[config.mk]
export PLATFORM = sky130hd
export DESIGN_NAME = lsu_lane_align
export DESIGN_NICKNAME = d
export VERILOG_FILES = /design/src/rtl/lsu_lane_pkg.sv /design/src/rtl/lsu_align_check.sv /design/src/rtl/lsu_store_pack.sv /design/src/rtl/lsu_load_extract.sv /design/src/rtl/lsu_lane_align.sv
export SDC_FILE = /design/constraint.sdc
export NUM_CORES = 1
export LEC_CHECK = 0
export BUFFER_PORTS_ARGS = -buffer_cell sky130_fd_sc_hd__buf_2
export CORE_AREA = 2 2 82 84
export CTS_CLUSTER_DIAMETER = 150
export DETAILED_ROUTE_END_ITERATION = 8
export DIE_AREA = 0 0 84 86
export PLACE_DENSITY = 0.71
export SLEW_MARGIN = 20
export SYNTH_ARGS = -nofsm -noshare
export SYNTH_HDL_FRONTEND = slang
export SYNTH_HIERARCHICAL = 1
export SYNTH_SLANG_ARGS = --single-unit
[constraint.sdc]
create_clock -name clk -period 1.3 [get_ports clk]
set_clock_uncertainty 0.15 [all_clocks]
set_input_delay 0.065 -clock clk [delete_from_list [all_inputs] [get_ports clk]]
set_output_delay 0.065 -clock clk [all_outputs]
set_load 0.1 [all_outputs]
[src/rtl/lsu_lane_pkg.sv]
// Package: shared encodings for the load/store lane alignment unit.
// Assumes the usual three-bit width/signedness encoding of load and
// store operations: bits [1:0] give the width, bit 2 asks for zero-extension.
package lsu_lane_pkg;

    typedef enum logic [1:0] {
        SZ_BYTE = 2'b00,
        SZ_HALF = 2'b01,
        SZ_WORD = 2'b10,
        SZ_RSVD = 2'b11
    } lsu_size_e;

    localparam logic [3:0] CAUSE_NONE   = 4'd0;
    localparam logic [3:0] CAUSE_LD_MIS = 4'd4;
    localparam logic [3:0] CAUSE_ST_MIS = 4'd6;

endpackage

[src/rtl/lsu_align_check.sv]
// Module: lsu_align_check
// Flags loads and stores whose address is not a multiple of the access
// width. Purely combinational. Assumes a reserved width code is treated
// like a word access.
module lsu_align_check
    import lsu_lane_pkg::*;
#(
    parameter int LANE_BITS = 2
) (
    input  logic                 ld_req,
    input  logic                 st_req,
    input  lsu_size_e            size,
    input  logic [LANE_BITS-1:0] addr_lo,
    output logic                 ld_mis,
    output logic                 st_mis
);

    logic off_bound;

    // Decide whether the low address bits break the natural boundary.
    always_comb begin
        case (size)
            SZ_BYTE: off_bound = 1'b0;
            SZ_HALF: off_bound = addr_lo[0];
            default: off_bound = (addr_lo != '0);
        endcase
    end

    assign ld_mis = ld_req & off_bound;
    assign st_mis = st_req & off_bound;

endmodule

[src/rtl/lsu_store_pack.sv]
// Module: lsu_store_pack
// Places store data on the memory byte lanes and builds the byte-write
// mask. Byte data is copied to every lane and halfword data to every half.
// The mask selects the lanes actually written. Assumes 'en' is already
// low for misaligned or absent stores.
module lsu_store_pack
    import lsu_lane_pkg::*;
#(
    parameter int DATA_W    = 32,
    parameter int LANES     = DATA_W / 8,
    parameter int LANE_BITS = $clog2(LANES)
) (
    input  logic                 clk,
    input  logic                 rst_n,
    input  logic                 en,
    input  lsu_size_e            size,
    input  logic [LANE_BITS-1:0] addr_lo,
    input  logic [DATA_W-1:0]    src,
    output logic [DATA_W-1:0]    wdata,
    output logic [LANES-1:0]     wmask
);

    for (genvar g = 0; g < LANES; g++) begin : g_lane
        logic lane_hit;

        // Pick the source byte for this lane according to the width.
        assign wdata[8*g +: 8] = (size == SZ_BYTE) ? src[7:0] :
                                 (size == SZ_HALF) ? src[8*(g%2) +: 8] :
                                                     src[8*g +: 8];

        // Decide whether this lane lies inside the addressed field.
        assign lane_hit = (size == SZ_BYTE) ? (addr_lo == LANE_BITS'(g)) :
                          (size == SZ_HALF) ? (addr_lo[LANE_BITS-1:1] == (LANE_BITS-1)'(g / 2)) :
                                              1'b1;

        assign wmask[g] = en & lane_hit;
    end

    // Byte stores touch exactly one lane.
    assert_byte_one_lane_R3: assert property (@(posedge clk) disable iff (!rst_n)
        (en && size == SZ_BYTE) |-> ($countones(wmask) == 1));

    // Halfword stores touch exactly two lanes.
    assert_half_two_lanes_R2: assert property (@(posedge clk) disable iff (!rst_n)
        (en && size == SZ_HALF) |-> ($countones(wmask) == 2));

endmodule

[src/rtl/lsu_load_extract.sv]
// Module: lsu_load_extract
// Registers the low address bits, width and signedness of an accepted load.
// In the next cycle it selects and extends the addressed field of the word
// returned by memory. Assumes memory read latency is exactly one cycle.
module lsu_load_extract
    import lsu_lane_pkg::*;
#(
    parameter int DATA_W    = 32,
    parameter int LANES     = DATA_W / 8,
    parameter int LANE_BITS = $clog2(LANES)
) (
    input  logic                 clk,
    input  logic                 rst_n,
    input  logic                 capture,
    input  lsu_size_e            size,
    input  logic                 zext,
    input  logic [LANE_BITS-1:0] addr_lo,
    input  logic [DATA_W-1:0]    rdata,
    output logic                 valid,
    output logic [DATA_W-1:0]    result
);

    lsu_size_e            size_q;
    logic                 zext_q;
    logic [LANE_BITS-1:0] lo_q;
    logic [7:0]           byte_sel;
    logic [15:0]          half_sel;

    // Hold the load attributes for the cycle in which memory answers.
    always_ff @(posedge clk) begin
        if (!rst_n) begin
            valid  <= 1'b0;
            size_q <= SZ_BYTE;
            zext_q <= 1'b0;
            lo_q   <= '0;
        end else begin
            valid <= capture;
            if (capture) begin
                size_q <= size;
                zext_q <= zext;
                lo_q   <= addr_lo;
            end
        end
    end

    // Select the addressed byte and halfword from the returned word.
    always_comb begin
        byte_sel = rdata[8*int'(lo_q) +: 8];
        half_sel = rdata[16*int'(lo_q[LANE_BITS-1:1]) +: 16];
    end

    // Extend the selected field to the full data width.
    always_comb begin
        case (size_q)
            SZ_BYTE: result = {{(DATA_W-8){~zext_q & byte_sel[7]}}, byte_sel};
            SZ_HALF: result = {{(DATA_W-16){~zext_q & half_sel[15]}}, half_sel};
            default: result = rdata;
        endcase
    end

    // Signed narrow loads copy the field's top bit upward.
    assert_sign_fill_R8: assert property (@(posedge clk) disable iff (!rst_n)
        (valid && !zext_q && size_q == SZ_BYTE) |-> (result[DATA_W-1:8] == {(DATA_W-8){result[7]}}));

    // Unsigned narrow loads clear the upper bits.
    assert_zero_fill_R9: assert property (@(posedge clk) disable iff (!rst_n)
        (valid && zext_q && size_q == SZ_HALF) |-> (result[DATA_W-1:16] == '0));

endmodule

[src/rtl/lsu_lane_align.sv]
// Module: lsu_lane_align (top)
// Load/store byte-lane alignment between execute and a synchronous data
// memory with byte-write mask and one-cycle read latency. Misaligned
// accesses raise a flag and a cause code instead of being split.
// Assumes op_load and op_store are never high together.
module lsu_lane_align
    import lsu_lane_pkg::*;
#(
    parameter int ADDR_W = 32,
    parameter int DATA_W = 32
) (
    input  logic                clk,
    input  logic                rst_n,
    input  logic                op_load,
    input  logic                op_store,
    input  logic [2:0]          op_funct3,
    input  logic [ADDR_W-1:0]   op_addr,
    input  logic [DATA_W-1:0]   op_wsrc,
    output logic [ADDR_W-1:0]   mem_addr,
    output logic [DATA_W-1:0]   mem_wdata,
    output logic                mem_wreq,
    output logic [DATA_W/8-1:0] mem_wmask,
    input  logic [DATA_W-1:0]   mem_rdata,
    output logic                ld_valid,
    output logic [DATA_W-1:0]   ld_data,
    output logic                ld_misalign,
    output logic                st_misalign,
    output logic [3:0]          exc_cause
);

    localparam int LANES     = DATA_W / 8;
    localparam int LANE_BITS = $clog2(LANES);

    lsu_size_e            size;
    logic [LANE_BITS-1:0] addr_lo;
    logic                 st_go;

    assign size     = lsu_size_e'(op_funct3[1:0]);
    assign addr_lo  = op_addr[LANE_BITS-1:0];
    assign mem_addr = op_addr;

    lsu_align_check #(.LANE_BITS(LANE_BITS)) i_check (
        .ld_req  (op_load),
        .st_req  (op_store),
        .size    (size),
        .addr_lo (addr_lo),
        .ld_mis  (ld_misalign),
        .st_mis  (st_misalign)
    );

    assign st_go    = op_store & ~st_misalign;
    assign mem_wreq = st_go;

    lsu_store_pack #(.DATA_W(DATA_W), .LANES(LANES), .LANE_BITS(LANE_BITS)) i_pack (
        .clk     (clk),
        .rst_n   (rst_n),
        .en      (st_go),
        .size    (size),
        .addr_lo (addr_lo),
        .src     (op_wsrc),
        .wdata   (mem_wdata),
        .wmask   (mem_wmask)
    );

    lsu_load_extract #(.DATA_W(DATA_W), .LANES(LANES), .LANE_BITS(LANE_BITS)) i_extract (
        .clk     (clk),
        .rst_n   (rst_n),
        .capture (op_load & ~ld_misalign),
        .size    (size),
        .zext    (op_funct3[2]),
        .addr_lo (addr_lo),
        .rdata   (mem_rdata),
        .valid   (ld_valid),
        .result  (ld_data)
    );

    // Report the exception cause, store first.
    always_comb begin
        if (st_misalign)      exc_cause = CAUSE_ST_MIS;
        else if (ld_misalign) exc_cause = CAUSE_LD_MIS;
        else                  exc_cause = CAUSE_NONE;
    end

    // A misaligned store never reaches memory.
    assert_mis_store_blocked_R5: assert property (@(posedge clk) disable iff (!rst_n)
        st_misalign |-> (!mem_wreq && mem_wmask == '0));

    // Without a store request nothing is written.
    assert_idle_no_write_R4: assert property (@(posedge clk) disable iff (!rst_n)
        !op_store |-> (!mem_wreq && mem_wmask == '0));

    // A misaligned load never produces a result.
    assert_mis_load_no_result_R6: assert property (@(posedge clk) disable iff (!rst_n)
        ld_misalign |=> !ld_valid);

    // The two flags are exclusive and the cause is quiet without a flag.
    assert_cause_quiet_R11: assert property (@(posedge clk) disable iff (!rst_n)
        !(ld_misalign && st_misalign) && ((ld_misalign || st_misalign) || exc_cause == CAUSE_NONE));

endmodule

Yosys cells after proc, flatten, opt, wreduce, memory -nomap -nowiden
Cells that the tools add are included.
Storage, ports and cells
  register bits after elaboration: 6
  bits in latches: 0
  memory bits (writable): 0
  memory bits (read-only): 0
  word-level logic and storage cells: 44
  memories kept: 0
Cells by class
  $add $sub $neg: 0
  multiply operators: 0
  div/mod/pow operators: 0
  order comparisons: 0
  equal/unequal tests: 5
  shift operators: 2
  muxes and demuxes: 15
  bitwise logic cells: 14
  reduce and logical (&&, ||, !) cells: 4
Operator list (count)
  32-bit one-hot mux with 2 select lines: 1
  8-bit two-way mux: 5
  32-bit by 6-bit indexed part select with 16-bit output: 1
  32-bit by 6-bit indexed part select with 8-bit output: 1
  1-bit bitwise AND: 10
  2-bit by 1-bit equality test with 1-bit output, second input constant: 3
  2-bit zero test: 3
  1-bit two-way mux: 6
  3-bit two-way mux: 2
  2-bit equality test, second input constant: 2
  1-bit NOT: 4
  1-bit one-hot mux with 2 select lines: 1
  2-bit nonzero test: 1

Depth between registers and ports, before layout
Gate-level depths: netlist of the first run.
  depth after elaboration: 6
  gate-level depth with buffers: 6
  depth with buffers taken out: 5

Cells and area by module
Netlist of the first run, hierarchy kept.
By module, submodules not included
  lsu_load_extract: instances 1, cells each 130, area each 833.3 µm², seq. area each 120.1 µm²
  lsu_store_pack: instances 1, cells each 64, area each 514.2 µm², seq. area each 0.0 µm²
  lsu_lane_align: instances 1, cells each 39, area each 287.8 µm², seq. area each 0.0 µm²
  lsu_align_check: instances 1, cells each 4, area each 23.8 µm², seq. area each 0.0 µm²

Least setup slack after synthesis of the first run
Ideal clock, no wire load.
  path kind: reg-to-output
  start point: register i_extract.lo_q[0]
  end point: output ld_data[0]
  data arrival time: 3.000 ns
  required time: 1.085 ns
  path slack: -1.915 ns
  stages on the path, launching flop included: 7
  path buffers: 2
  cell sequence: dfxtp_1 > nor2b_2 > buf_6 > nor2b_1 > buf_2 > a22oi_1 > o21ai_0
Between the ends
  word-level cells in the longest chain between the ends: 2
RTL lines
  from (decl): RTL line lsu_load_extract.sv:25  | logic [LANE_BITS-1:0] lo_q;
  from (signal assigned): RTL line lsu_load_extract.sv:41  | lo_q <= addr_lo;
  32-bit by 6-bit indexed part select with 8-bit output: RTL line lsu_load_extract.sv:48  | byte_sel = rdata[8*int'(lo_q) +: 8];
  32-bit one-hot mux with 2 select lines: RTL line lsu_load_extract.sv:54  | case (size_q)
  to (decl): RTL line lsu_lane_align.sv:25  | output logic [DATA_W-1:0] ld_data,
No other way between the ends.

Final worst setup path of the first run
  start point: register i_extract.lo_q[1]
  end point: output ld_data[18]
Between the ends
  word-level cells in the longest chain between the ends: 3
  elaborated cells between the ends (all ways): 5
  those cells by class: shift: 2; mux: 1; bitwise: 2
RTL lines (RTL line)
  32-bit by 6-bit indexed part select with 16-bit output or 32-bit by 6-bit indexed part select with 8-bit output (tied branches): lsu_load_extract.sv:49, lsu_load_extract.sv:48
  1-bit bitwise AND, on equally long branches: lsu_load_extract.sv:56, lsu_load_extract.sv:55
  32-bit one-hot mux with 2 select lines *: lsu_load_extract.sv:54
Every way passes the cells marked *; elsewhere a longest branch is shown, timed or not.

==> results.toml, run 1 <==
[run_status]
status = "complete, but fails checks"
violations = "negative setup slack"

[route]
drc = 0
first_iter_violations = 56
drt-total-wl_um = 9310
avgViaCountPerCell = 4.91
wl_per_cell_um = 18.9
drtPass1Iterations = 4
num_vias = 2414
ant_nets = 0

[die]
core_area_um2 = 6280
num_rows = 29
io_pins = 211
initial_core_util_pct = 26.4
die_w_um = 84
die-area_um2 = 7220
fp.dieH_um = 86

[place]
placed_area_um2 = 4000
portBuffers = 148
placedCellCount = 443
routabilityCongestion = 0.817
hpwl_um = 6330

[yosys]
ys_types = 29
synth_seq_cells = 6
netlist_instances = 237
syn_area_per_cell_um2 = 7.00
netlist_area_um2 = 1660
synth_warnings = 6
yosysSeqAreaShare_pct = 7.24

[sta]
finalSetupViolations = 34
relSlewSlack_pct = 33.6
fmax_ghz = 0.527
worst_pin_slew_ns = 1.00
rsz0062_at_grt = "true"
fin_hold_ws_ns = 0.0974
period_share_pct = 146
fin_ws_ns = -0.599
slew_viol_final = 0
fin_crit_ns = 1.90
hold_violations = 0

[cts]
clk_pin_slew_ns = 0.04
htree_levels = 1
cts_root_buffer = "clkbuf_8"
clockBufferDepth = 2
cts_tree = "done"
clk_latency_ns = 0.22
numCtsBuffers = 3
cts_sinks = 6

[setup_path]
crit_slowest_cell = "dfxtp_4"
critPathMaxFanout = 8
cpPeakStageDelay_ns = 0.41
critPathKind = "reg -> out"
worstPathArrival_ns = 1.68
endpoint_kind = "output port"
worst_ep_required_time_ns = 1.09
worstSetupStartpointType = "register"
path_cells = "mux2i_4 -> nor2_2 -> o21ai_4 -> buf_6 -> nand2_8 -> buf_12"

[hold_path]
holdCritPathClass = "in -> reg"

[cells_and_area]
syn_to_final_growth_pct = 183
final_area_um2 = 4690
drive_gt1_share_pct = 73.3
nets = 516
fin_cells = 492

[global_route]
grt_pass1_vias = 2567
grt_pass1_wl_um = 13200
antenna_found_initial = 3
grt_util_all_layers_pct = 22.7
grt_max_degree = 20
gr-total-overflow = 0

[job]
maxCapViolCount = 0

[power]
cellLeakagePower_nw = 2.31
p_per_area_nw_per_um2 = 1160
ir_drop_mv = 1.16
==> metal layers <==
layer	global-route usage, %	part of all wire, %	vias to the layer above	routed length [µm]
li1	-	-	1106	-
met1	21.8	32	1133	2950
met2	48.4	56	157	5260
met3	5.00	8.7	18	808
met4	5.28	3.2	0	296
met5	0	0	-	0
==> sequential cells by signal, indices dropped and copies added (netlist names) <==
| signal | count |
|---|---|
| i_extract/lo_q | 2 |
| i_extract/size_q | 2 |
| i_extract/valid | 1 |
| i_extract/zext_q | 1 |
==> what timing repair did <==
action	in CTS	in global routing
endpoints found under the hold margin	36	0
setup buffers	8	4
gates cloned	1	0
setup endpoints to repair	58	67
resized for setup	35	44
hold buffers	32	0
pin swaps	27	9
==> cells in the mapped netlist (all sizes together) <==
master   n  area (µm²)
nand2b   2        12.5
clkbuf   6        22.5
mux2    23         259
nor2     8        46.3
a21oi   18        90.1
o21ai   19         106
nand2   49         184
o21a     2        15.0
inv      2        7.51
a21boi   3        26.3
and2     1        6.26
mux2i   14         140
o21bai   2        18.8
buf     52         404
or2      1        6.26
nor2b   19         121
a22oi    8        60.1
conb     1        3.75
and2b    1        8.76
dfxtp    6         120
==> through the flow <==
| stage | power (mW) | setup TNS, ns | utilization, % | worst slack, ns |
|---|---|---|---|---|
| after floorplan | 3.53 | -17.89 | - | -0.556 |
| after global placement | 4.51 | -14.15 | 63.7 | -0.601 |
| after detailed placement | 4.55 | -15.87 | 63.7 | -0.672 |
| after CTS | 5.43 | -22.52 | 73.1 | -0.596 |
| after global routing | 5.57 | -19.82 | 74.7 | -0.669 |
| final | 5.44 | -17.63 | 74.7 | -0.599 |
==> cells in the final DEF (no fill, tap or decap), types with 12 or more instances in the layout <==
| master | netlist | final |
|---|---|---|
| nand2_1 | 49 | 31 |
| mux2i_1 | 14 | 13 |
| dlymetal6s4s_1 | 0 | 30 |
| o21ai_4 | 1 | 18 |
| buf_4 | 46 | 33 |
| nand2_8 | 0 | 12 |
| buf_2 | 2 | 81 |
| buf_12 | 0 | 70 |
| mux2_2 | 23 | 21 |
| nor2b_1 | 18 | 14 |
==> area by class of cell <==
class                   instances  area, µm²
repair buffers                228       2590
inverters                       2       7.51
clock buffers                   4       45.0
diodes                          3       7.51
flip-flops and latches          6        128
fillers                       357       1590
well taps                      77       96.3
multi-input cells             172       1810
==> path summary, 6_finish.rpt <==
check / from / end / slack (ns) / depth (start not counted)
worst max-delay path: i_extract/lo_q[1] / ld_data[18] / -0.60 / 6
worst min-delay path: op_funct3[0] / i_extract/size_q[0] / 0.1 / 4
worst max register to register: i_extract/size_q[1] / i_extract/size_q[1] / 0.15 / 3
worst min register to register: i_extract/lo_q[0] / i_extract/lo_q[0] / 0.39 / 2
==> critical path: cells and delay by family, from the launching register on <==
kind                   cells  cell delay [ns]
muxes                      1             0.26
and+or+nand+nor            2             0.14
buffers and inverters      2             0.42
AOI/OAI and AO/OA          1             0.21
DFF                        1             0.41
==> logic make-up after synthesis <==
kind of cell    share of synthesized area (%)
compound gates                           19.1
buf+inv                                  26.2
mux                                      24.1
other cells                             0.226
flops                                    7.24
simple gates                             23.2
==> power by group <==
part / total (mW) / switching, mW / leakage (nW) / internal [mW]
Sequential: 0.216 / 0.0184 / 0.0512 / 0.197
Clock: 0.294 / 0.0827 / 0.0228 / 0.211
Combinational: 4.93 / 3.26 / 2.24 / 1.68
No activity file was read; power rests on OpenSTA's default activity.
==> run 2, diff against run 1 <==
--- a/config.mk
+++ b/config.mk
@@ -11,6 +11,7 @@
 export DETAILED_ROUTE_END_ITERATION = 8
 export DIE_AREA = 0 0 84 86
 export PLACE_DENSITY = 0.71
+export SKIP_LAST_GASP = 1
 export SLEW_MARGIN = 20
 export SYNTH_ARGS = -nofsm -noshare
 export SYNTH_HDL_FRONTEND = slang
==> run 2 against run 1 <==
Compared with the run above:
- the run still ends with negative setup slack left
- global-route usage about the same
- critical path depth unchanged
- final area increased by 0.43%
- register-to-register slack improved by 0.02 ns
- via count decreased by 0.50%
- die area unchanged
- sequential power about the same
- clock-buffer cell count unchanged
- worst hold slack about the same
- core utilization increased by 0.32 points
- routed wire length increased by 0.58%
==> results.toml, run 2 (synthesis results as in run 1) <==
[route]
drc = 0
first_iter_violations = 56
wl_per_cell_um = 19.0
ant_nets = 0
drt-total-wl_um = 9370
drtPass1Iterations = 4
avgViaCountPerCell = 4.87
num_vias = 2402

[cts]
clk_latency_ns = 0.22
clk_pin_slew_ns = 0.04
cts_tree = "done"
clockBufferDepth = 2
htree_levels = 1
cts_sinks = 6
cts_root_buffer = "clkbuf_8"
numCtsBuffers = 3

[global_route]
grt_util_all_layers_pct = 22.8
grt_pass1_vias = 2604
grt_max_degree = 20
grt_pass1_wl_um = 13200
antenna_found_initial = 2
gr-total-overflow = 0

[power]
power_frac_comb_pct = 90.7
switchingPower_mw = 3.36
power_frac_clock_pct = 5.4
cellLeakagePower_nw = 2.33
p_seq_share_pct = 3.9
ir_drop_mv = 1.18
p_per_area_nw_per_um2 = 1160
switching_share_pct = 61.3
p_int_mw = 2.12

[setup_path]
endpoint_kind = "output port"
ff2ff_setup_slack_ns = 0.17
worstSetupStartpointType = "register"
worstPathArrival_ns = 1.73
crit_path_end = "ld_data[1]"
cp-startpoint = "i_extract/lo_q[1]"
reg2reg_depth = 3
critPathKind = "reg -> out"
r2r-start = "i_extract/size_q[1]"
worst_ep_required_time_ns = 1.09
regToRegEndpoint = "i_extract/size_q[1]"
critPathMaxFanout = 8

[sta]
fin_ws_ns = -0.649
worst_pin_slew_ns = 1.00
relSlewSlack_pct = 33.6
rsz0062_at_grt = "true"
period_share_pct = 150
fmax_ghz = 0.513
setup_tns_ns = -17.70
hold_violations = 0
slew_viol_final = 0
fin_crit_ns = 1.95
finalSetupViolations = 34

[job]
maxCapViolCount = 0

[cells_and_area]
nets = 518
drive_gt1_share_pct = 73.2
fillers = 364
layout_commonest_cell = "buf_2"
syn_to_final_growth_pct = 184
top_regs = "i_extract/lo_q x2, i_extract/size_q x2"
final_core_util_pct = 75.0
final_cell_mix = "buf_2, buf_12, buf_4"

[place]
routabilityCongestion = 0.817
hpwl_um = 6330
portBuffers = 148

[run_status]
status = "complete, but fails checks"
violations = "negative setup slack"

[die]
fp.dieH_um = 86
io_pins = 211
die-area_um2 = 7220
die_w_um = 84
num_rows = 29
initial_core_util_pct = 26.4
core_area_um2 = 6280

[hold_path]
holdCritPathClass = "in -> reg"
min_from = "op_funct3[0]"
-- run 2: cell count changes in the layout (fill, tap and decap cells not counted), sizes merged --
cell,before,now
buf,196,198
diode,3,2
-- run 2: through the flow --
step	instances	area [µm²]	hold WS [ns]	total power [mW]	worst slack (ns)
after floorplan	238	2320	0.0418	3.53	-0.556
after global placement	443	4000	-0.0193	4.51	-0.601
after detailed placement	443	4000	-0.0193	4.55	-0.672
after CTS	488	4580	0.130	5.43	-0.596
after global routing	493	4710	0.104	5.61	-0.699
final	493	4710	0.0979	5.48	-0.649
-- run 2: critical path: stages (launching register included) --
cell and delay [ns]:
dfxtp_4 0.41, buf_4 0.14, mux2_4 0.31, buf_4 0.15, a22oi_2 0.24, o21ai_4 0.10
buf_12 0.17
-- run 2: timing repair --
item / CTS / global route
hold buffers: 32 / 0
hold endpoints to repair: 36 / 0
buffers inserted: 8 / 5
pin swaps: 27 / 8
resized for setup: 33 / 45
cloned: 1 / 0
endpoints found under the setup margin: 58 / 67
-- run 2: worst min-delay path by stage --
stage                          end  slack, ns  cells past startpoint
6_report       i_extract/size_q[0]        0.1                      4
2_1_floorplan    i_extract/lo_q[1]       0.04                      1
5_1_grt        i_extract/size_q[0]       0.10                      4
4_1_cts        i_extract/size_q[0]       0.13                      4
3_5_place_dp          mem_addr[11]      -0.02                      0
3_3_place_gp          mem_addr[11]      -0.02                      0
-- run 2: per-layer routing --
layer  GRT usage, %  share of wire (%)  vias up
met5              0                  0        -
met4           5.72                3.1        0
met3           5.39                8.3       20
met2           48.3                 56      153
met1           21.5                 33     1118
li1               -                  -     1111
-- run 2: area by class of cell --
type | count | area [µm²] | share of cell area (%)
Timing Repair Buffer | 230 | 2620 | 55.6
Multi-Input combinational cell | 172 | 1810 | 38.4
Sequential cell | 6 | 128 | 2.71
Tap cell | 77 | 96.3 | 2.05
Clock buffer | 4 | 45.0 | 0.957
Inverter | 2 | 7.51 | 0.159
Antenna cell | 2 | 5.00 | 0.106
-- run 2: power by group through the flow --
| stage | clock network (mW) | logic [mW] | registers (mW) |
|---|---|---|---|
| floorplan | 0 | 3.31 | 0.220 |
| global route | 0.314 | 5.08 | 0.218 |
| detailed placement | 0 | 4.33 | 0.218 |
| global placement | 0 | 4.29 | 0.217 |
| finish | 0.293 | 4.97 | 0.216 |
| CTS | 0.302 | 4.91 | 0.215 |
